[src/rtl/i2c_irq_pkg.sv]
package i2c_irq_pkg;
  localparam int STAT_W = 12;
  localparam int SRC_W  = 17;

  localparam int B_RX_UNDER = 0;
  localparam int B_RX_OVER  = 1;
  localparam int B_RX_FULL  = 2;
  localparam int B_TX_OVER  = 3;
  localparam int B_TX_EMPTY = 4;
  localparam int B_TX_ABRT  = 6;
  localparam int B_ACTIVITY = 8;
  localparam int B_STOP     = 9;
  localparam int B_START    = 10;
  localparam int B_GEN_CALL = 11;

  // sticky (read-to-clear) bits
  localparam logic [STAT_W-1:0] STICKY_BITS = 12'hF4B;
  localparam logic [STAT_W-1:0] MASK_RST    = 12'h8FF;
  // abort cause positions that exist
  localparam logic [SRC_W-1:0]  SRC_VALID   = 17'h116BF;

  typedef enum logic [3:0] {
    CA_ALL      = 4'd0,
    CA_RX_UNDER = 4'd1,
    CA_RX_OVER  = 4'd2,
    CA_TX_OVER  = 4'd3,
    CA_TX_ABRT  = 4'd4,
    CA_ACTIVITY = 4'd5,
    CA_STOP     = 4'd6,
    CA_START    = 4'd7,
    CA_GEN_CALL = 4'd8
  } clr_addr_e;
endpackage

[src/rtl/i2c_irq_thr.sv]
module i2c_irq_thr #(
  parameter int DEPTH       = 16,
  parameter int THR_W       = 8,
  parameter bit AT_OR_ABOVE = 1'b0
) (
  input  logic [THR_W-1:0]           thr_i,
  input  logic [$clog2(DEPTH):0]     lvl_i,
  output logic [$clog2(DEPTH)-1:0]   eff_o,
  output logic                       hit_o
);
  localparam int EFF_W = $clog2(DEPTH);
  localparam int LVL_W = EFF_W + 1;
  localparam logic [THR_W-1:0] MAX_T = THR_W'(DEPTH - 1);

  logic [THR_W-1:0] clamped;
  logic [LVL_W-1:0] eff_ext;

  assign clamped = (thr_i > MAX_T) ? MAX_T : thr_i;
  assign eff_o   = clamped[EFF_W-1:0];
  assign eff_ext = {1'b0, eff_o};

  generate
    if (AT_OR_ABOVE) begin : g_ge
      assign hit_o = lvl_i >= (eff_ext + LVL_W'(1));
    end else begin : g_le
      assign hit_o = lvl_i <= eff_ext;
    end
  endgenerate

  always_comb begin
    if (thr_i <= MAX_T)
      assert_clamp_pass_R6: assert (THR_W'(eff_o) == thr_i);
  end
endmodule

[src/rtl/i2c_irq_clr_dec.sv]
module i2c_irq_clr_dec
  import i2c_irq_pkg::*;
(
  input  logic              rd_stb,
  input  logic [3:0]        rd_addr,
  input  logic [STAT_W-1:0] state_i,
  output logic [STAT_W-1:0] clr_vec,
  output logic              clr_src,
  output logic              sel_bit
);
  function automatic int addr_bit(input clr_addr_e a);
    case (a)
      CA_RX_UNDER: return B_RX_UNDER;
      CA_RX_OVER:  return B_RX_OVER;
      CA_TX_OVER:  return B_TX_OVER;
      CA_TX_ABRT:  return B_TX_ABRT;
      CA_ACTIVITY: return B_ACTIVITY;
      CA_STOP:     return B_STOP;
      CA_START:    return B_START;
      CA_GEN_CALL: return B_GEN_CALL;
      default:     return -1;
    endcase
  endfunction

  clr_addr_e a_e;
  int        bidx;

  assign a_e  = clr_addr_e'(rd_addr);
  assign bidx = addr_bit(a_e);

  always_comb begin
    clr_vec = '0;
    clr_src = 1'b0;
    sel_bit = 1'b0;
    if (rd_stb) begin
      if (a_e == CA_ALL) begin
        clr_vec = STICKY_BITS;
        clr_src = 1'b1;
        sel_bit = |(state_i & STICKY_BITS);
      end else if (bidx >= 0) begin
        clr_vec[bidx] = 1'b1;
        sel_bit       = state_i[bidx];
        clr_src       = (a_e == CA_TX_ABRT);
      end
    end
  end
endmodule

[src/rtl/i2c_irq_sticky.sv]
module i2c_irq_sticky #(
  parameter int         W    = 12,
  parameter logic [W-1:0] KEEP = '1
) (
  input  logic         clk,
  input  logic         rst_n,
  input  logic [W-1:0] set_i,
  input  logic [W-1:0] clr_i,
  output logic [W-1:0] q_o
);
  generate
    for (genvar gi = 0; gi < W; gi++) begin : g_bit
      if (KEEP[gi]) begin : g_flop
        logic q_r;
        always_ff @(posedge clk or negedge rst_n) begin
          if (!rst_n) q_r <= 1'b0;
          else        q_r <= (q_r & ~clr_i[gi]) | set_i[gi];
        end
        assign q_o[gi] = q_r;

        assert_set_wins_R11: assert property (@(posedge clk) disable iff (!rst_n)
          set_i[gi] |=> q_o[gi]);
        assert_clear_R7: assert property (@(posedge clk) disable iff (!rst_n)
          (clr_i[gi] && !set_i[gi]) |=> !q_o[gi]);
      end else begin : g_none
        assign q_o[gi] = 1'b0;
      end
    end
  endgenerate
endmodule

[src/rtl/i2c_irq_ctrl.sv]
module i2c_irq_ctrl
  import i2c_irq_pkg::*;
#(
  parameter int FIFO_DEPTH = 16,
  parameter int THR_W      = 8
) (
  input  logic                          clk,
  input  logic                          rst_n,
  input  logic                          ev_rx_under,
  input  logic                          ev_rx_over,
  input  logic                          ev_tx_over,
  input  logic                          ev_activity,
  input  logic                          ev_stop,
  input  logic                          ev_start,
  input  logic                          ev_gen_call,
  input  logic                          ev_abort,
  input  logic [SRC_W-1:0]              abort_cause,
  input  logic                          bus_busy,
  input  logic [$clog2(FIFO_DEPTH):0]   tx_level,
  input  logic [$clog2(FIFO_DEPTH):0]   rx_level,
  input  logic [THR_W-1:0]              tx_thr,
  input  logic [THR_W-1:0]              rx_thr,
  input  logic                          mask_wr,
  input  logic [STAT_W-1:0]             mask_wdata,
  input  logic                          rd_stb,
  input  logic [3:0]                    rd_addr,
  output logic                          rd_bit,
  output logic [STAT_W-1:0]             raw_stat,
  output logic [STAT_W-1:0]             masked_stat,
  output logic [SRC_W-1:0]              abort_src,
  output logic                          tx_flush,
  output logic                          irq,
  output logic [$clog2(FIFO_DEPTH)-1:0] tx_thr_eff,
  output logic [$clog2(FIFO_DEPTH)-1:0] rx_thr_eff
);
  logic [STAT_W-1:0] set_vec, clr_vec, clr_eff, sticky_q;
  logic [STAT_W-1:0] mask_q;
  logic [SRC_W-1:0]  src_q;
  logic              clr_src, sel_bit, rd_q, busy_q;
  logic              tx_hit, rx_hit;

  // event pulses into status positions
  always_comb begin
    set_vec             = '0;
    set_vec[B_RX_UNDER] = ev_rx_under;
    set_vec[B_RX_OVER]  = ev_rx_over;
    set_vec[B_TX_OVER]  = ev_tx_over;
    set_vec[B_TX_ABRT]  = ev_abort;
    set_vec[B_ACTIVITY] = ev_activity;
    set_vec[B_STOP]     = ev_stop;
    set_vec[B_START]    = ev_start;
    set_vec[B_GEN_CALL] = ev_gen_call;
  end

  i2c_irq_clr_dec u_dec (
    .rd_stb  (rd_stb),
    .rd_addr (rd_addr),
    .state_i (sticky_q),
    .clr_vec (clr_vec),
    .clr_src (clr_src),
    .sel_bit (sel_bit)
  );

  // bus-busy history has no reset: it only mirrors the previous input
  always_ff @(posedge clk) busy_q <= bus_busy;

  // activity clears are blocked while busy; it drops when the bus goes idle
  always_comb begin
    clr_eff             = clr_vec;
    clr_eff[B_ACTIVITY] = (clr_vec[B_ACTIVITY] & ~bus_busy) | (busy_q & ~bus_busy);
  end

  i2c_irq_sticky #(.W(STAT_W), .KEEP(STICKY_BITS)) u_sticky (
    .clk   (clk),
    .rst_n (rst_n),
    .set_i (set_vec),
    .clr_i (clr_eff),
    .q_o   (sticky_q)
  );

  i2c_irq_thr #(.DEPTH(FIFO_DEPTH), .THR_W(THR_W), .AT_OR_ABOVE(1'b0)) u_tx_thr (
    .thr_i (tx_thr),
    .lvl_i (tx_level),
    .eff_o (tx_thr_eff),
    .hit_o (tx_hit)
  );

  i2c_irq_thr #(.DEPTH(FIFO_DEPTH), .THR_W(THR_W), .AT_OR_ABOVE(1'b1)) u_rx_thr (
    .thr_i (rx_thr),
    .lvl_i (rx_level),
    .eff_o (rx_thr_eff),
    .hit_o (rx_hit)
  );

  always_ff @(posedge clk or negedge rst_n) begin
    if (!rst_n) begin
      mask_q <= MASK_RST;
      src_q  <= '0;
      rd_q   <= 1'b0;
    end else begin
      if (mask_wr) mask_q <= mask_wdata;
      src_q <= (clr_src ? '0 : src_q) | (ev_abort ? (abort_cause & SRC_VALID) : '0);
      rd_q  <= rd_stb & sel_bit;
    end
  end

  always_comb begin
    raw_stat             = sticky_q;
    raw_stat[B_TX_EMPTY] = tx_hit;
    raw_stat[B_RX_FULL]  = rx_hit;
  end

  assign masked_stat = raw_stat & mask_q;
  assign irq         = |masked_stat;
  assign abort_src   = src_q;
  assign tx_flush    = sticky_q[B_TX_ABRT];
  assign rd_bit      = rd_q;

  assert_flush_after_abort_R8: assert property (@(posedge clk) disable iff (!rst_n)
    ev_abort |=> tx_flush);
  assert_src_cleared_R8: assert property (@(posedge clk) disable iff (!rst_n)
    (rd_stb && rd_addr == 4'd4 && !ev_abort) |=> (abort_src == '0));
  assert_activity_held_R10: assert property (@(posedge clk) disable iff (!rst_n)
    (rd_stb && rd_addr == 4'd5 && bus_busy && raw_stat[B_ACTIVITY]) |=> raw_stat[B_ACTIVITY]);
  assert_activity_drops_R10: assert property (@(posedge clk) disable iff (!rst_n)
    (busy_q && !bus_busy && !ev_activity) |=> !raw_stat[B_ACTIVITY]);
  assert_mask_stable_R2: assert property (@(posedge clk) disable iff (!rst_n)
    !mask_wr |=> $stable(mask_q));
endmodule

[config.mk]
export PLATFORM = sky130hd
export DESIGN_NAME = i2c_irq_ctrl
export DESIGN_NICKNAME = d
export VERILOG_FILES = /design/src/rtl/i2c_irq_pkg.sv /design/src/rtl/i2c_irq_thr.sv /design/src/rtl/i2c_irq_clr_dec.sv /design/src/rtl/i2c_irq_sticky.sv /design/src/rtl/i2c_irq_ctrl.sv
export SDC_FILE = /design/constraint.sdc
export NUM_CORES = 1
export LEC_CHECK = 0
export ABC_AREA = 1
export BUFFER_PORTS_ARGS = -buffer_cell sky130_fd_sc_hd__buf_2
export CAP_MARGIN = 20
export CORE_MARGIN = 5
export CORE_UTILIZATION = 35
export DETAILED_ROUTE_END_ITERATION = 8
export GPL_TIMING_DRIVEN = 0
export PLACE_DENSITY = 0.7
export SKIP_LAST_GASP = 1
export SLEW_MARGIN = 0
export SYNTH_ARGS = -nofsm -noshare
export SYNTH_HDL_FRONTEND = slang
export SYNTH_SLANG_ARGS = --single-unit
[constraint.sdc]
create_clock -name clk -period 3.6 [get_ports clk]
set_input_delay 0.72 -clock clk [delete_from_list [all_inputs] [get_ports clk]]
set_output_delay 0.72 -clock clk [all_outputs]
set_load 0.01 [all_outputs]
==> metrics.md <==
| Metric | Value |
|---|---|
| Syn Area/Cell | 7.79 µm² |
| Sink Count | 31 |
| Status | completed |
| Hold_buf cts | 0 |
| Clk Latency, worst-skew pair | around 0.27 ns |
| Worst flop-to-flop path startpoint | u_sticky.g_bit[11].g_flop.q_r$_DFF_PN0_ |
| DRC Markers | 0 |
| DRT Pass-1 Iters | 4 |
| I/O Pins | 124 |
| CTS Buffer Depth | 2 |
| Critical Path End Type | output pin |
| Clk slew on worst S/H paths | 0.07 ns |
| Placement Rows | 28 |
| Gpl congestion | 0.976 |
| Critical Path Source | rx_thr[7] |
| CTS tree | yes |
| Yosys top cell by area | dfrtp_1 |
| Die area | 7730 µm² |
| Nets | 479 |
| Most common flop cell mapped by yosys | dfrtp_1 |
| Worst Hold Class | input port to asynchronous set/reset pin |
| Max_cap viols | 0 |
| Synth Register Bits | 31 |
| Final worst-path cycle share | 93.6% |
| Placeable core area | 5920 µm² |
| Setup Viol. Count Final | 0 |
| Layout cells sized above 1 | 42.1% |
| Post-DP HPWL | 4770 µm |
| Post-synth top cells | 57 x nand2_1, 50 x inv_1, 23 x dfrtp_1 |
| Vias in the first global route | between 2000 and 2500 |
| Antenna viol nets, final | 0 |
| Yosys top cell area share | between 20% and 30% |
| Synth Instances | 273 |
| Die height | 87.9 µm |
| Wire length per cell | 11.9 µm |
| Largest net degree at the start of global routing | 31 |
| Pre-CTS setup slack | 0.0827 ns |
| Met1 Track Usage GR | roughly 17% |
| Skew final | 0.00661 ns |
| Peak supply drop | 274 µV |
| Critical Path RT | between 2 and 3 ns |
| Post-route setup slack | roughly 0.23 ns |
| Starting Density | 35.9% |
| Startpoint types | input port |
| Busiest metal layer after global routing | met2 |
| Overall Global Routing Usage | ~14% |
| Total wire length | 5590 µm |
| Hold slack | 0.463 ns |
| Die width | 87.9 µm |
| Static Leak | 1.61 nW |
| Period minus WS final | between 3 and 4 ns |
| Sequential area share after synthesis | 36.7% |
| Storage element area | 779 µm² |
| CP max FO | 4 |
| Met3 usage | 5.55% |
| Post-synth EDFFs | 0 |
| Relative slew slack | between 50% and 60% |
| Crit path DAT | between 2 and 3 ns |
| Vias | 2050 |
| Post-Syn Area | 2130 µm² |
| Most numerous cell in the Yosys netlist | nand2_1 |
| Root buffer selected by CTS | clkbuf_8 |
| H-Tree Depth | 2 |
| Pwr dens | 312 nW/µm² |
| Ys async rst share | 96.8% |
| Max frequency | 297 MHz |
| GR Overflow Total | 0 |
| Total power | 893 µW |
| Met2 usage in global routing | 25.1% |
| Ys Warns | 0 |
| ANT cells | 0 |
| FILL cells | between 500 and 600 |
| Measured slew at the worst slew-check pin | 0.643 ns |
| Vias/cell | 4.37 |
| Yosys cell types | 33 |
| Global-route wire length before repair | 8950 µm |
| DRT iter0 DRCs | between 100 and 150 |
| Total negative slack | 0 ns |
| Area contributors post-synth | dfrtp_1 27%, nand2_1 10%, inv_1 8.8% |
| Critical path class | input port to output pin |
| Multi-input gate area | 1010 µm² |
| Initial antenna violation count | 1 |
| Fin. max-slew vios | 0 |
| RSZ-0062 raised after global routing | false |
| Final hold violation count | 0 |
| Num CTS Buffers | 5 |
| Area Growth Syn to Fin | 34.5% |
| Port-buffer cells | 104 |
==> cells by family (layout without fill, tap and decap cells) <==
kind of cell	Yosys count	count (layout)	synth area share, %
buffers and inverters	78	190	17.4
and+or+nand+nor	100	100	22.0
other	1	10	0.176
muxes	10	10	5.30
DFF	31	31	36.7
xor gates and xnor gates	2	2	0.824
adders and majority gates	14	14	8.24
AOI/OAI and AO/OA	37	37	9.36
==> sequential cells by signal (all words and copies together) (netlist names) <==
signal and cells:
abort_src 11, busy_q 1, mask_q 10, rd_bit 1, u_sticky.g_bit.g_flop.q_r 8
==> what timing repair did <==
item | 4_1_cts | 5_1_grt
setup buffers | 0 | 0
resized for setup | 0 | 1
endpoints found under the setup margin | 0 | 3
==> worst max-delay path, cell delays in order <==
cell	delay (ns)
buf_2	0.10
nor2_1	0.09
nand2_1	0.08
or2_2	0.30
ha_1	0.21
xnor2_1	0.13
ha_1	0.31
nand2_1	0.06
o311ai_1	0.30
nand2_1	0.13
nand4_1	0.09
buf_2	0.13
==> where the power goes <==
group | switching (mW) | internal, mW
clock | 0.121 | 0.135
combinational | 0.128 | 0.110
sequential | 0.0174 | 0.382
total | 0.266 | 0.627
==> stage by stage <==
step	utilization, %	area, µm²	cells
after floorplan	-	2160	282
after global placement	46.9	2770	461
after detailed placement	46.9	2770	461
after CTS	48.3	2860	469
after global routing	48.3	2860	469
final	48.3	2860	469
==> metal layers <==
| metal | share of wire [%] | routed length [µm] |
|---|---|---|
| met1 | 39 | 2210 |
| met2 | 46 | 2570 |
| met3 | 14 | 781 |
| met4 | 0.39 | 22 |
| met5 | 0.20 | 11 |
==> worst paths after layout <==
path                                                     endpoint  slack (ns)  depth (start not counted)
max                                                           irq        0.23                         12
min                                       abort_src[16]$_DFF_PN0_        0.46                          1
max reg2reg                                      rd_bit$_DFF_PN0_        2.45                          4
min reg2reg                u_sticky.g_bit[8].g_flop.q_r$_DFF_PN0_        0.51                          3
max in group asynchronous  u_sticky.g_bit[0].g_flop.q_r$_DFF_PN0_        2.71                          1
min in group clk           u_sticky.g_bit[8].g_flop.q_r$_DFF_PN0_        0.51                          3
==> cells in the final DEF (no fill, tap or decap), types with 8 or more instances in the layout <==
cell type	n
buf_2	106
ha_1	14
mux2_2	10
inv_1	50
buf_4	20
a21oi_1	13
conb_1	10
nand2_1	57
dfrtp_1	23
o21ai_0	14
nor2_1	8
nand3_1	8
==> area by class of cell <==
| type | instances | area share [%] |
|---|---|---|
| timing repair buffer | 104 | 18.2 |
| buffer | 24 | 5.86 |
| clock buffer | 6 | 2.54 |
| multi-input combinational | 173 | 35.3 |
| tap | 75 | 3.28 |
| sequential | 31 | 27.3 |
| clock inverter | 2 | 0.438 |
| inverter | 54 | 7.09 |
Note: power is estimated with default switching activity, not from simulation.
